==> config.mk <==
export PLATFORM = sky130hd
export DESIGN_NAME = vid_bus_fmt
export DESIGN_NICKNAME = d
export VERILOG_FILES = /design/src/rtl/vbf_pkg.sv /design/src/rtl/vbf_chan_perm.sv /design/src/rtl/vbf_ddr_capture.sv /design/src/rtl/vbf_out_stage.sv /design/src/rtl/vid_bus_fmt.sv
export SDC_FILE = /design/constraint.sdc
export NUM_CORES = 1
export LEC_CHECK = 0
export BUFFER_PORTS_ARGS = -buffer_cell sky130_fd_sc_hd__buf_2
export CAP_MARGIN = 20
export CELL_PAD_IN_SITES_DETAIL_PLACEMENT = 0
export CELL_PAD_IN_SITES_GLOBAL_PLACEMENT = 2
export CORE_AREA = 2 2 102 104
export CTS_CLUSTER_DIAMETER = 60
export CTS_CLUSTER_SIZE = 20
export DETAILED_ROUTE_END_ITERATION = 16
export DIE_AREA = 0 0 104 106
export GPL_ROUTABILITY_DRIVEN = 0
export PLACE_DENSITY_LB_ADDON = 0.05
export SLEW_MARGIN = 5
export SYNTH_ARGS = -nofsm -noshare
export SYNTH_HDL_FRONTEND = slang
export SYNTH_SLANG_ARGS = --single-unit
==> constraint.sdc <==
create_clock -name clk -period 3.9 [get_ports clk]
set_input_delay 0.78 -clock clk [delete_from_list [all_inputs] [get_ports clk]]
set_output_delay 0.78 -clock clk [all_outputs]
set_load 0.005 [all_outputs]
==> src/rtl/vbf_pkg.sv <==
`timescale 1ns/1ps
package vbf_pkg;

  typedef struct packed {
    logic [4:0] fmt;
    logic [2:0] order;
    logic       yc_swap;
    logic       late;
  } ctrl_t;

  localparam logic [4:0] FMT_DDR8  = 5'h09;
  localparam logic [4:0] FMT_DDR10 = 5'h0A;
  localparam logic [4:0] FMT_DDR12 = 5'h0B;

  function automatic logic is_ddr(input logic [4:0] fmt);
    return (fmt == FMT_DDR8) || (fmt == FMT_DDR10) || (fmt == FMT_DDR12);
  endfunction

  function automatic int ddr_bits(input logic [4:0] fmt);
    case (fmt)
      FMT_DDR10: return 10;
      FMT_DDR12: return 12;
      default:   return 8;
    endcase
  endfunction

  // source index per output position: 0 = top input, 1 = mid, 2 = bottom
  function automatic logic [1:0] src_of(input logic [2:0] code, input int pos);
    logic [5:0] tbl;
    case (code)
      3'b001:  tbl = {2'd0, 2'd2, 2'd1};
      3'b011:  tbl = {2'd1, 2'd0, 2'd2};
      3'b100:  tbl = {2'd2, 2'd0, 2'd1};
      3'b101:  tbl = {2'd2, 2'd1, 2'd0};
      3'b110:  tbl = {2'd1, 2'd2, 2'd0};
      default: tbl = {2'd0, 2'd1, 2'd2};
    endcase
    return tbl[(2-pos)*2 +: 2];
  endfunction

endpackage

==> src/rtl/vbf_chan_perm.sv <==
`timescale 1ns/1ps
module vbf_chan_perm
  import vbf_pkg::*;
#(
  parameter int CH_W = 8
) (
  input  logic [3*CH_W-1:0] bus_i,
  input  logic [2:0]        order_i,
  output logic [3*CH_W-1:0] perm_o
);
  localparam int BUS_W = 3 * CH_W;

  logic [CH_W-1:0] ch_t, ch_m, ch_b;
  assign ch_t = bus_i[BUS_W-1 -: CH_W];
  assign ch_m = bus_i[2*CH_W-1 -: CH_W];
  assign ch_b = bus_i[CH_W-1:0];

  for (genvar p = 0; p < 3; p++) begin : g_pos
    logic [1:0]      sel;
    logic [CH_W-1:0] word;
    assign sel = src_of(order_i, p);
    always_comb begin
      case (sel)
        2'd0:    word = ch_t;
        2'd1:    word = ch_m;
        default: word = ch_b;
      endcase
    end
    assign perm_o[(3-p)*CH_W-1 -: CH_W] = word;
  end

  // redundant identity codes pass the bus unchanged
  always_comb begin
    if (order_i == 3'b000 || order_i == 3'b010 || order_i == 3'b111)
      a_identity_r3: assert (perm_o == bus_i);
  end

endmodule

==> src/rtl/vbf_ddr_capture.sv <==
`timescale 1ns/1ps
module vbf_ddr_capture
  import vbf_pkg::*;
#(
  parameter int BUS_W = 24
) (
  input  logic             clk,
  input  logic             rst,
  input  logic [BUS_W-1:0] data_i,
  input  ctrl_t            ctrl_i,
  output logic [BUS_W-1:0] rise_q,
  output logic [BUS_W-1:0] fall_now,
  output logic [BUS_W-1:0] fall_prev,
  output ctrl_t            ctrl_q,
  output logic             stage_v
);

  always_ff @(negedge clk) begin
    if (rst) fall_now <= '0;
    else     fall_now <= data_i;
  end

  always_ff @(posedge clk) begin
    if (rst) begin
      rise_q    <= '0;
      fall_prev <= '0;
      ctrl_q    <= '0;
      stage_v   <= 1'b0;
    end else begin
      rise_q    <= data_i;
      fall_prev <= fall_now;
      ctrl_q    <= ctrl_i;
      stage_v   <= 1'b1;
    end
  end

  // the capture stage is valid on the edge after reset is first seen low
  p_stage_v_r1: assert property (@(posedge clk) disable iff (rst)
    $past(!rst) |-> stage_v);

endmodule

==> src/rtl/vbf_out_stage.sv <==
`timescale 1ns/1ps
module vbf_out_stage
  import vbf_pkg::*;
#(
  parameter int CH_W  = 8,
  parameter int OUT_W = 12
) (
  input  logic             clk,
  input  logic             rst,
  input  logic [3*CH_W-1:0] rise_q,
  input  logic [3*CH_W-1:0] fall_now,
  input  logic [3*CH_W-1:0] fall_prev,
  input  ctrl_t            ctrl_q,
  input  logic             stage_v,
  output logic [OUT_W-1:0] top_o,
  output logic [OUT_W-1:0] mid_o,
  output logic [OUT_W-1:0] bot_o,
  output logic             valid_o
);
  localparam int BUS_W = 3 * CH_W;
  localparam logic [OUT_W-1:0] ONES = '1;

  logic             ddr;
  logic [OUT_W-1:0] msk, r_s, f_s;
  logic [BUS_W-1:0] f_sel;
  logic [OUT_W-1:0] nx_top, nx_mid, nx_bot;

  assign ddr   = is_ddr(ctrl_q.fmt);
  assign msk   = ONES >> (OUT_W - ddr_bits(ctrl_q.fmt));
  assign f_sel = ctrl_q.late ? fall_prev : fall_now;
  assign r_s   = rise_q[OUT_W-1:0] & msk;
  assign f_s   = f_sel[OUT_W-1:0] & msk;

  always_comb begin
    if (ddr) begin
      nx_top = ctrl_q.yc_swap ? f_s : r_s;
      nx_mid = ctrl_q.yc_swap ? r_s : f_s;
      nx_bot = '0;
    end else begin
      nx_top = OUT_W'(rise_q[BUS_W-1 -: CH_W]);
      nx_mid = OUT_W'(rise_q[2*CH_W-1 -: CH_W]);
      nx_bot = OUT_W'(rise_q[CH_W-1:0]);
    end
  end

  always_ff @(posedge clk) begin
    if (rst) begin
      top_o   <= '0;
      mid_o   <= '0;
      bot_o   <= '0;
      valid_o <= 1'b0;
    end else begin
      top_o   <= nx_top;
      mid_o   <= nx_mid;
      bot_o   <= nx_bot;
      valid_o <= stage_v;
    end
  end

  p_rst_clear_r1: assert property (@(posedge clk)
    rst |=> (!valid_o && top_o == '0 && mid_o == '0 && bot_o == '0));

  p_ddr_bot_zero_r5: assert property (@(posedge clk) disable iff (rst)
    ddr |=> bot_o == '0);

  p_ddr8_hi_zero_r5: assert property (@(posedge clk) disable iff (rst)
    (ctrl_q.fmt == FMT_DDR8) |=> (top_o[OUT_W-1:8] == '0 && mid_o[OUT_W-1:8] == '0));

  p_chroma_rise_r7: assert property (@(posedge clk) disable iff (rst)
    (ddr && ctrl_q.yc_swap) |=> mid_o[7:0] == $past(rise_q[7:0]));

  p_luma_rise_r6: assert property (@(posedge clk) disable iff (rst)
    (ddr && !ctrl_q.yc_swap) |=> top_o[7:0] == $past(rise_q[7:0]));

  if (OUT_W > CH_W) begin : g_sdr_hi
    p_sdr_hi_zero_r4: assert property (@(posedge clk) disable iff (rst)
      !ddr |=> (top_o[OUT_W-1:CH_W] == '0 && mid_o[OUT_W-1:CH_W] == '0
                && bot_o[OUT_W-1:CH_W] == '0));
  end

endmodule

==> src/rtl/vid_bus_fmt.sv <==
`timescale 1ns/1ps
module vid_bus_fmt
  import vbf_pkg::*;
#(
  parameter int CH_W  = 8,
  parameter int OUT_W = 12
) (
  input  logic              clk,
  input  logic              rst,
  input  logic [3*CH_W-1:0] pix_in,
  input  logic [4:0]        fmt_sel,
  input  logic [2:0]        chan_order,
  input  logic              yc_swap,
  input  logic              late_pair,
  output logic [OUT_W-1:0]  out_top,
  output logic [OUT_W-1:0]  out_mid,
  output logic [OUT_W-1:0]  out_bot,
  output logic              out_valid
);
  localparam int BUS_W = 3 * CH_W;

  ctrl_t            ctrl_in, ctrl_q;
  logic [BUS_W-1:0] perm, rise_q, fall_now, fall_prev;
  logic             stage_v;

  assign ctrl_in = '{fmt: fmt_sel, order: chan_order, yc_swap: yc_swap, late: late_pair};

  vbf_chan_perm #(.CH_W(CH_W)) u_perm (
    .bus_i   (pix_in),
    .order_i (chan_order),
    .perm_o  (perm)
  );

  vbf_ddr_capture #(.BUS_W(BUS_W)) u_cap (
    .clk       (clk),
    .rst       (rst),
    .data_i    (perm),
    .ctrl_i    (ctrl_in),
    .rise_q    (rise_q),
    .fall_now  (fall_now),
    .fall_prev (fall_prev),
    .ctrl_q    (ctrl_q),
    .stage_v   (stage_v)
  );

  vbf_out_stage #(.CH_W(CH_W), .OUT_W(OUT_W)) u_out (
    .clk       (clk),
    .rst       (rst),
    .rise_q    (rise_q),
    .fall_now  (fall_now),
    .fall_prev (fall_prev),
    .ctrl_q    (ctrl_q),
    .stage_v   (stage_v),
    .top_o     (out_top),
    .mid_o     (out_mid),
    .bot_o     (out_bot),
    .valid_o   (out_valid)
  );

  p_valid_hold_r1: assert property (@(posedge clk) disable iff (rst)
    ($past(!rst) && out_valid) |=> out_valid);

endmodule

==> results.toml, run 1 <==
[hold_path]
min_path_type = "register to register"

[sta]
slew_violations = 0
worst_slack_ns = 0.426
relSlewSlack_pct = 42.5
fin_worst_skew_ns = 0.0431
setup_tns_ns = 0
hold_violations = 0
tightest_slew_ns = 0.860
rsz0062_at_grt = "false"
setup_viol = 0

[synth]
syn_area_mm2 = 0.00360
synth_seq_cells = 89
yosysWarnings = 0
synth-seq-area-share_pct = 49.5
synthFlopType = "dfxtp_1"
synth-edff-count = 0
syn_avg_cell_area_um2 = 10.6
syn_inst = 341
async_flop_share_pct = 0
ys_types = 50

[floorplan]
dieArea_mm2 = 0.0110
die_h_um = 106
die_w_um = 104
pin_count = 73
rows = 37
core_area_mm2 = 0.0100
initial_core_util_pct = 36.0

[clocking]
cts_tree = "done"
cts_max_path_buffers = 2
h-tree-depth = 3
clk_pin_slew_worst_paths_ns = 0.08
cts-hold-fix-buffers = 0
cts_sinks = 89
post_cts.repair.setup_buffers = 0
ctsResizeCount = 0
clk_latency_ns = 0.39
cts_buffers = 9
cts_root_buf = "clkbuf_8"

[cells_and_area]
fin_nets = 461
antenna-diode-count = 0
drive_gt1_share_pct = 29.9
area_delta_synth_final_pct = 19.8

[routing]
wl_per_cell_um = 15.5
ant_nets = 0
initialDrtViolationCount = 99
dr.pass1.iters = 4
drc = 0
via_per_inst = 4.93
routed_wl_um = 8730
num_vias = 2779

[place]
place_ws_ns = 0.0297
io_buffers = 68
hpwlAfterDp_um = 6240

[global_route]
antenna_found_initial = 0
grt_pass1_wl_um = 14100
grt_max_degree = 33
grtUsageTotal_pct = 16.5
grt-ovfl-total = 0
first_global_vias = 2604

[job]
maxCapViolCount = 0

[run_status]
status = "complete, no violations"

[setup_path]
cp-start-kind = "input port"
cp-end-kind = "register"
rrSetupSlack_ns = 0.91
path_class = "input port to register"
worst_ep_arrival_time_ns = 1.81
crit_fanout = 17
required_ns = 2.24

[power]
ir_drop_uv = 194
p_leak_uw = 0.00183
power_density_mw_per_mm2 = 441
routing by layer:
| layer | GRT usage, % | part of all wire [%] |
|---|---|---|
| met5 | 0 | 0 |
| met3 | 3.49 | 5.7 |
| met2 | 25.0 | 44 |
| met1 | 22.8 | 49 |
| met4 | 7.24 | 1.6 |
area by class of cell:
type | instances | area (um^2)
repair buffers | 87 | 503
flip-flops and latches | 89 | 1780
clock inverters | 18 | 104
multi-input cells | 214 | 1590
inverters | 10 | 37.5
clock buffers | 10 | 128
well taps | 136 | 170
fillers | 1055 | 5690
report_power, final:
group          total (uW)  internal [uW]  switching (uW)
logic                 243            117             126
registers             999            972            26.9
clock network         662            310             352
synth_stat cells (2+ instances only):
master	instances	area (um^2)
a211o_1	4	35.0
a211oi_1	6	45.0
a21oi_1	28	140
and2_1	8	50.1
buf_1	2	7.51
buf_2	8	40.0
buf_4	7	52.6
buf_6	3	33.8
clkbuf_1	7	26.3
dfxtp_1	89	1780
ha_1	2	25.0
inv_1	10	37.5
mux2_2	14	158
mux2i_1	20	200
nand2_1	2	7.51
nand2b_1	5	31.3
nand3_1	10	50.1
nand3b_1	9	67.6
nor2_1	11	41.3
nor2b_1	20	125
nor3_1	7	35.0
nor4_1	3	18.8
o21ai_0	5	25.0
o221a_1	6	67.6
o221ai_1	6	52.6
o22ai_1	6	37.5
o2bb2ai_1	16	140
o311ai_0	2	17.5
or2_2	3	18.8
xnor2_2	2	32.5
flip-flops by register name, indices dropped and copies added, names as in the netlist:
register,count
u_cap.ctrl_q,7
u_out.bot_o,8
u_cap.fall_now,12
u_out.top_o,12
u_cap.fall_prev,12
u_cap.rise_q,24
u_cap.stage_v,1
u_out.mid_o,12
u_out.valid_o,1
worst max-delay path: stages:
cell      delay (ns)
buf_2           0.22
buf_4           0.25
nor2_1          0.07
a211o_1         0.26
a211oi_1        0.23
cells in the final DEF, fill, tap and decap left out, drive strengths merged, types with 7 or more instances in the layout:
| master | instances |
|---|---|
| nor2b | 20 |
| mux2 | 14 |
| buf | 87 |
| a21oi | 29 |
| nand3b | 9 |
| inv | 23 |
| mux2i | 20 |
| dfxtp | 89 |
| nor3 | 7 |
| nand3 | 10 |
| clkbuf | 10 |
| and2 | 8 |
| nor2 | 11 |
| o2bb2ai | 16 |
per-stage QoR:
step | hold slack (ns) | power (uW) | area (um^2) | cells | util, %
after global placement | 0.415 | 1280 | 4070 | 536 | 40.7
after detailed placement | 0.420 | 1280 | 4090 | 537 | 40.9
after global routing | 0.458 | 2010 | 4310 | 564 | 43.1
final | 0.434 | 1900 | 4310 | 564 | 43.1
after floorplan | 0.410 | 1190 | 3610 | 344 | -
after CTS | 0.441 | 1930 | 4310 | 564 | 43.1
kinds of logic (layout without fill, tap and decap cells):
| family | after synthesis | in the layout | share of synthesized area [%] |
|---|---|---|---|
| AOI/OAI and AO/OA | 86 | 86 | 17.7 |
| DFF | 89 | 89 | 49.5 |
| and+or+nand+nor | 86 | 86 | 14.5 |
| muxes | 34 | 34 | 9.94 |
| buffers and inverters | 41 | 125 | 6.71 |
| adders and majority gates | 2 | 2 | 0.695 |
| xor gates and xnor gates | 2 | 2 | 0.903 |
| other | 1 | 4 | 0.104 |
path summary, 6_finish.rpt:
kind | from | end | depth (start not counted)
worst max-delay path | chan_order[0] | u_cap.fall_now[11] | 5
worst max register to register | u_cap.fall_now[2] | u_out.mid_o[2] | 3
worst min-delay path | u_cap.rise_q[21] | u_out.top_o[5] | 1
worst min register to register | u_cap.rise_q[21] | u_out.top_o[5] | 1
No activity file was read; power rests on OpenSTA's default activity.
==> inputs of run 2 (changes only) <==
- CORE_AREA: 2 2 102 104 -> 2 2 124 126
- DIE_AREA: 0 0 104 106 -> 0 0 126 128
==> results.toml, run 2 (synthesis results as in run 1) <==
[place]
io_buffers = 68
place_ws_ns = -0.0116
hpwlAfterDp_um = 7250

[setup_path]
setup.worst_path.start = "chan_order[0]"
rrSetupSlack_ns = 0.85
cpPeakStageDelay_ns = 0.31
cp-start-kind = "input port"
crit_chain = "buf_2 > xnor2_2 > buf_4 > nor3_1 > nor4_1"
worst_r2r_path_depth = 3
worst_ep_arrival_time_ns = 1.83
crit_fanout = 9
critical_path.endpoint = "u_cap.fall_now[0]"
cp-end-kind = "register"
r2r_start = "u_cap.fall_now[2]"
crit_cells = 5
critPathSlowestCell = "xnor2_2"
required_ns = 2.21
rr_endpoint = "u_out.mid_o[2]"
path_buf_inv = 2
cp_top_family = "buffers and inverters"
path_class = "input port to register"

[sta]
worst_slack_ns = 0.375
relSlewSlack_pct = 44.2
tightest_slew_ns = 0.835
setup_viol = 0
rsz0062_at_grt = "false"
fin_worst_skew_ns = 0.0543
slew_violations = 0
hold_violations = 0

[clocking]
cts_root_buf = "clkbuf_16"
cts-hold-fix-buffers = 0
cts_sinks = 89
h-tree-depth = 3
cts_buffers = 9
post_cts.repair.setup_buffers = 0
clk_pin_slew_worst_paths_ns = 0.06
cts_max_path_buffers = 2
clk_latency_ns = 0.39
cts_tree = "done"
ctsResizeCount = 0

[routing]
ant_nets = 0
top_layer = "met4"
routed_wl_um = 9800
wl_met1_um = 4730
num_vias = 2782
drc = 0
via_per_inst = 4.49
wl_met3_um = 539
initialDrtViolationCount = 107
wl_per_cell_um = 15.8
dr.pass1.iters = 4
wl_met2_um = 4450

[cells_and_area]
regMostFlops = "u_cap.rise_q"
area_delta_synth_final_pct = 26.4
layout_commonest_cell = "dfxtp_1"
antenna-diode-count = 0
fin_nets = 465
layout_common_cells = "89 x dfxtp_1, 68 x buf_2, 28 x a21oi_1, 22 x buf_4, 21 x inv_1"
largest_reg_flops = 24
n_fill_cell = 1614
drive_gt1_share_pct = 30.8

[floorplan]
dieArea_mm2 = 0.0161
rows = 45
core_area_mm2 = 0.0149
die_h_um = 128
initial_core_util_pct = 24.2
die_w_um = 126
pin_count = 73

[power]
ir_drop_uv = 269
power_density_mw_per_mm2 = 492
total_power_uw = 2240
p_leak_uw = 0.00192

[job]
maxCapViolCount = 0

[hold_path]
min_path_type = "register to register"

[global_route]
grt_pass1_wl_um = 15200
grt-ovfl-total = 0
antenna_found_initial = 0
first_global_vias = 2611
grt_max_degree = 25
grtUsageTotal_pct = 12.6

[run_status]
status = "complete, no violations"
## run 2: changes by cell type in the layout (fill, tap and decap cells not counted), moves of 2 or more
cell,previous run,this run
clkbuf_8,9,1
clkbuf_16,0,11
clkinvlp_2,2,0
buf_4,17,22
## run 2: layout make-up
class	count	area, um^2	share of cell area [%]
Sequential cell	89	1780	39.1
Multi-Input combinational cell	214	1590	34.9
Timing Repair Buffer	91	526	11.5
Clock buffer	13	293	6.43
Tap cell	188	235	5.17
Clock inverter	15	91.3	2.01
Inverter	10	37.5	0.824
## run 2: worst min path at each step
stage / from / endpoint / slack, ns / cells past startpoint
floorplan: u_cap.rise_q[12] / u_out.mid_o[4] / 0.41 / 1
global placement: u_cap.rise_q[21] / u_out.top_o[5] / 0.42 / 1
detailed placement: u_cap.rise_q[19] / u_out.top_o[3] / 0.42 / 1
CTS: u_cap.rise_q[15] / u_out.mid_o[7] / 0.44 / 1
global route: u_cap.rise_q[15] / u_out.mid_o[7] / 0.46 / 1
finish: u_cap.rise_q[21] / u_out.top_o[5] / 0.43 / 1
## run 2: per-stage QoR
stage / area (um^2) / utilization, % / hold WS (ns) / setup TNS [ns] / instances
3_5_place_dp: 4170 / 28.1 / 0.420 / -0.0116 / 593
4_1_cts: 4550 / 30.6 / 0.439 / 0 / 620
2_1_floorplan: 3610 / - / 0.410 / 0 / 344
6_report: 4550 / 30.6 / 0.430 / 0 / 620
3_3_place_gp: 4170 / 28.1 / 0.418 / 0 / 593
5_1_grt: 4550 / 30.6 / 0.459 / 0 / 620
## run 2: metal layers
metal  global-route usage, %  up-vias
li1                        -     1393
met1                    17.5     1310
met2                    18.4       75
met3                    4.05        4
met4                    4.27        0
met5                       0        -
## run 2: worst reg2reg max path: cells and delay by family, from the launching register on
family / cells / cell delay [ns]
flip-flops: 1 / 0.30
multiplexers: 2 / 0.50
AO/OA/AOI/OAI: 1 / 0.10
## run 2: power by group
| part | switching [uW] | total [uW] | internal, uW |
|---|---|---|---|
| clock network | 380 | 989 | 609 |
| registers | 31.2 | 1000 | 973 |
| logic | 127 | 246 | 119 |
==> inputs of run 3 (changes only) <==
- REMOVE_ABC_BUFFERS: not set -> 1
==> results.toml, run 3 (synthesis results as in run 1) <==
[global_route]
grt-ovfl-total = 0
grt_max_degree = 33
grt_pass1_wl_um = 15800
grtUsageTotal_pct = 13.1
antenna_found_initial = 0
first_global_vias = 2828

[routing]
drc = 0
routed_wl_um = 9960
dr.pass1.iters = 4
via_per_inst = 4.44
num_vias = 2767
initialDrtViolationCount = 75
ant_nets = 0
wl_per_cell_um = 16.0

[setup_path]
rr_endpoint = "u_out.mid_o[0]"
cp-end-kind = "register"
path_class = "input port to register"
rrSetupSlack_ns = 0.96
required_ns = 2.20
worst_ep_arrival_time_ns = 1.86
r2r_start = "u_cap.fall_now[0]"
crit_fanout = 10
critical_path.endpoint = "u_cap.fall_now[1]"
cp-start-kind = "input port"
setup.worst_path.start = "chan_order[0]"
worst_r2r_path_depth = 3

[sta]
setup_viol = 0
tightest_slew_ns = 0.909
relSlewSlack_pct = 39.2
fin_worst_skew_ns = 0.0647
slew_violations = 0
worst_slack_ns = 0.336
rsz0062_at_grt = "false"
hold_violations = 0
setup_tns_ns = 0

[clocking]
cts-hold-fix-buffers = 0
cts_buffers = 9
cts_sinks = 89
cts_root_buf = "clkbuf_16"
cts_max_path_buffers = 2
cts_tree = "done"
ctsResizeCount = 0
clk_latency_ns = 0.41
clk_pin_slew_worst_paths_ns = 0.06
post_cts.repair.setup_buffers = 0
h-tree-depth = 3

[power]
p_leak_uw = 0.00191
clkPwrFrac_pct = 41.6
power_density_mw_per_mm2 = 474
ir_drop_uv = 206
seq_power_share_pct = 46.5
p_switching_uw = 564
internal_power_uw = 1580
power_frac_comb_pct = 11.9
p_sw_share_pct = 26.3

[place]
place_ws_ns = -0.0180
io_buffers = 68
hpwlAfterDp_um = 7270

[cells_and_area]
area_delta_synth_final_pct = 25.9
regMostFlops = "u_cap.rise_q"
largest_reg_flops = 24
antenna-diode-count = 0
fin_nets = 468
layout_commonest_cell = "dfxtp_1"
drive_gt1_share_pct = 31.5
layout_common_cells = "89 x dfxtp_1, 68 x buf_2, 28 x a21oi_1, 25 x buf_4, 21 x inv_1"

[floorplan]
initial_core_util_pct = 24.2
core_area_mm2 = 0.0149
die_h_um = 128
pin_count = 73
die_w_um = 126
dieArea_mm2 = 0.0161
rows = 45

[job]
maxCapViolCount = 0

[hold_path]
min_path_cells = 1
min_path_type = "register to register"

[run_status]
status = "complete, no violations"
## run 3: final cells by class
type / count / area [um^2]
flip-flops and latches: 89 / 1780
well taps: 188 / 235
inverters: 10 / 37.5
fillers: 1616 / 10300
multi-input cells: 214 / 1590
repair buffers: 94 / 548
clock buffers: 10 / 250
clock inverters: 18 / 91.3
## run 3: power groups by stage
stage	combinational [uW]	sequential, uW	clock [uW]
floorplan	124	1020	20.5
global placement	259	1020	20.5
detailed placement	259	1020	20.5
CTS	260	1000	930
global route	284	1010	982
finish	255	999	894
## run 3: critical path, stage by stage
cell	delay, ns
buf_2	0.18
buf_4	0.17
xnor2_2	0.24
nor3_1	0.07
nor4_1	0.42
## run 3: worst min path at each step
stage	from	endpoint	slack (ns)
after floorplan	u_cap.rise_q[12]	u_out.mid_o[4]	0.41
after global placement	u_cap.rise_q[19]	u_out.top_o[3]	0.42
after detailed placement	u_cap.rise_q[23]	u_out.top_o[7]	0.42
after CTS	u_cap.rise_q[22]	u_out.top_o[6]	0.44
after global routing	u_cap.rise_q[22]	u_out.top_o[6]	0.46
final	u_cap.rise_q[22]	u_out.top_o[6]	0.43
## run 3: layer usage
layer | track usage (%) | up-vias | part of all wire [%] | routed length (um)
met5 | 0 | - | 0 | 0
met4 | 5.17 | 0 | 1.7 | 172
met3 | 3.17 | 12 | 4.0 | 398
met2 | 21.6 | 48 | 48 | 4760
met1 | 16.6 | 1305 | 47 | 4630
li1 | - | 1402 | - | -
## run 3: per-stage QoR
stage	util (%)	cells	hold slack, ns	power, uW	cell area (um^2)
after floorplan	-	314	0.410	1160	3410
after global placement	28.2	596	0.417	1300	4200
after detailed placement	28.2	596	0.416	1300	4200
after CTS	30.5	623	0.436	2190	4530
after global routing	30.5	623	0.457	2270	4530
final	30.5	623	0.431	2150	4530
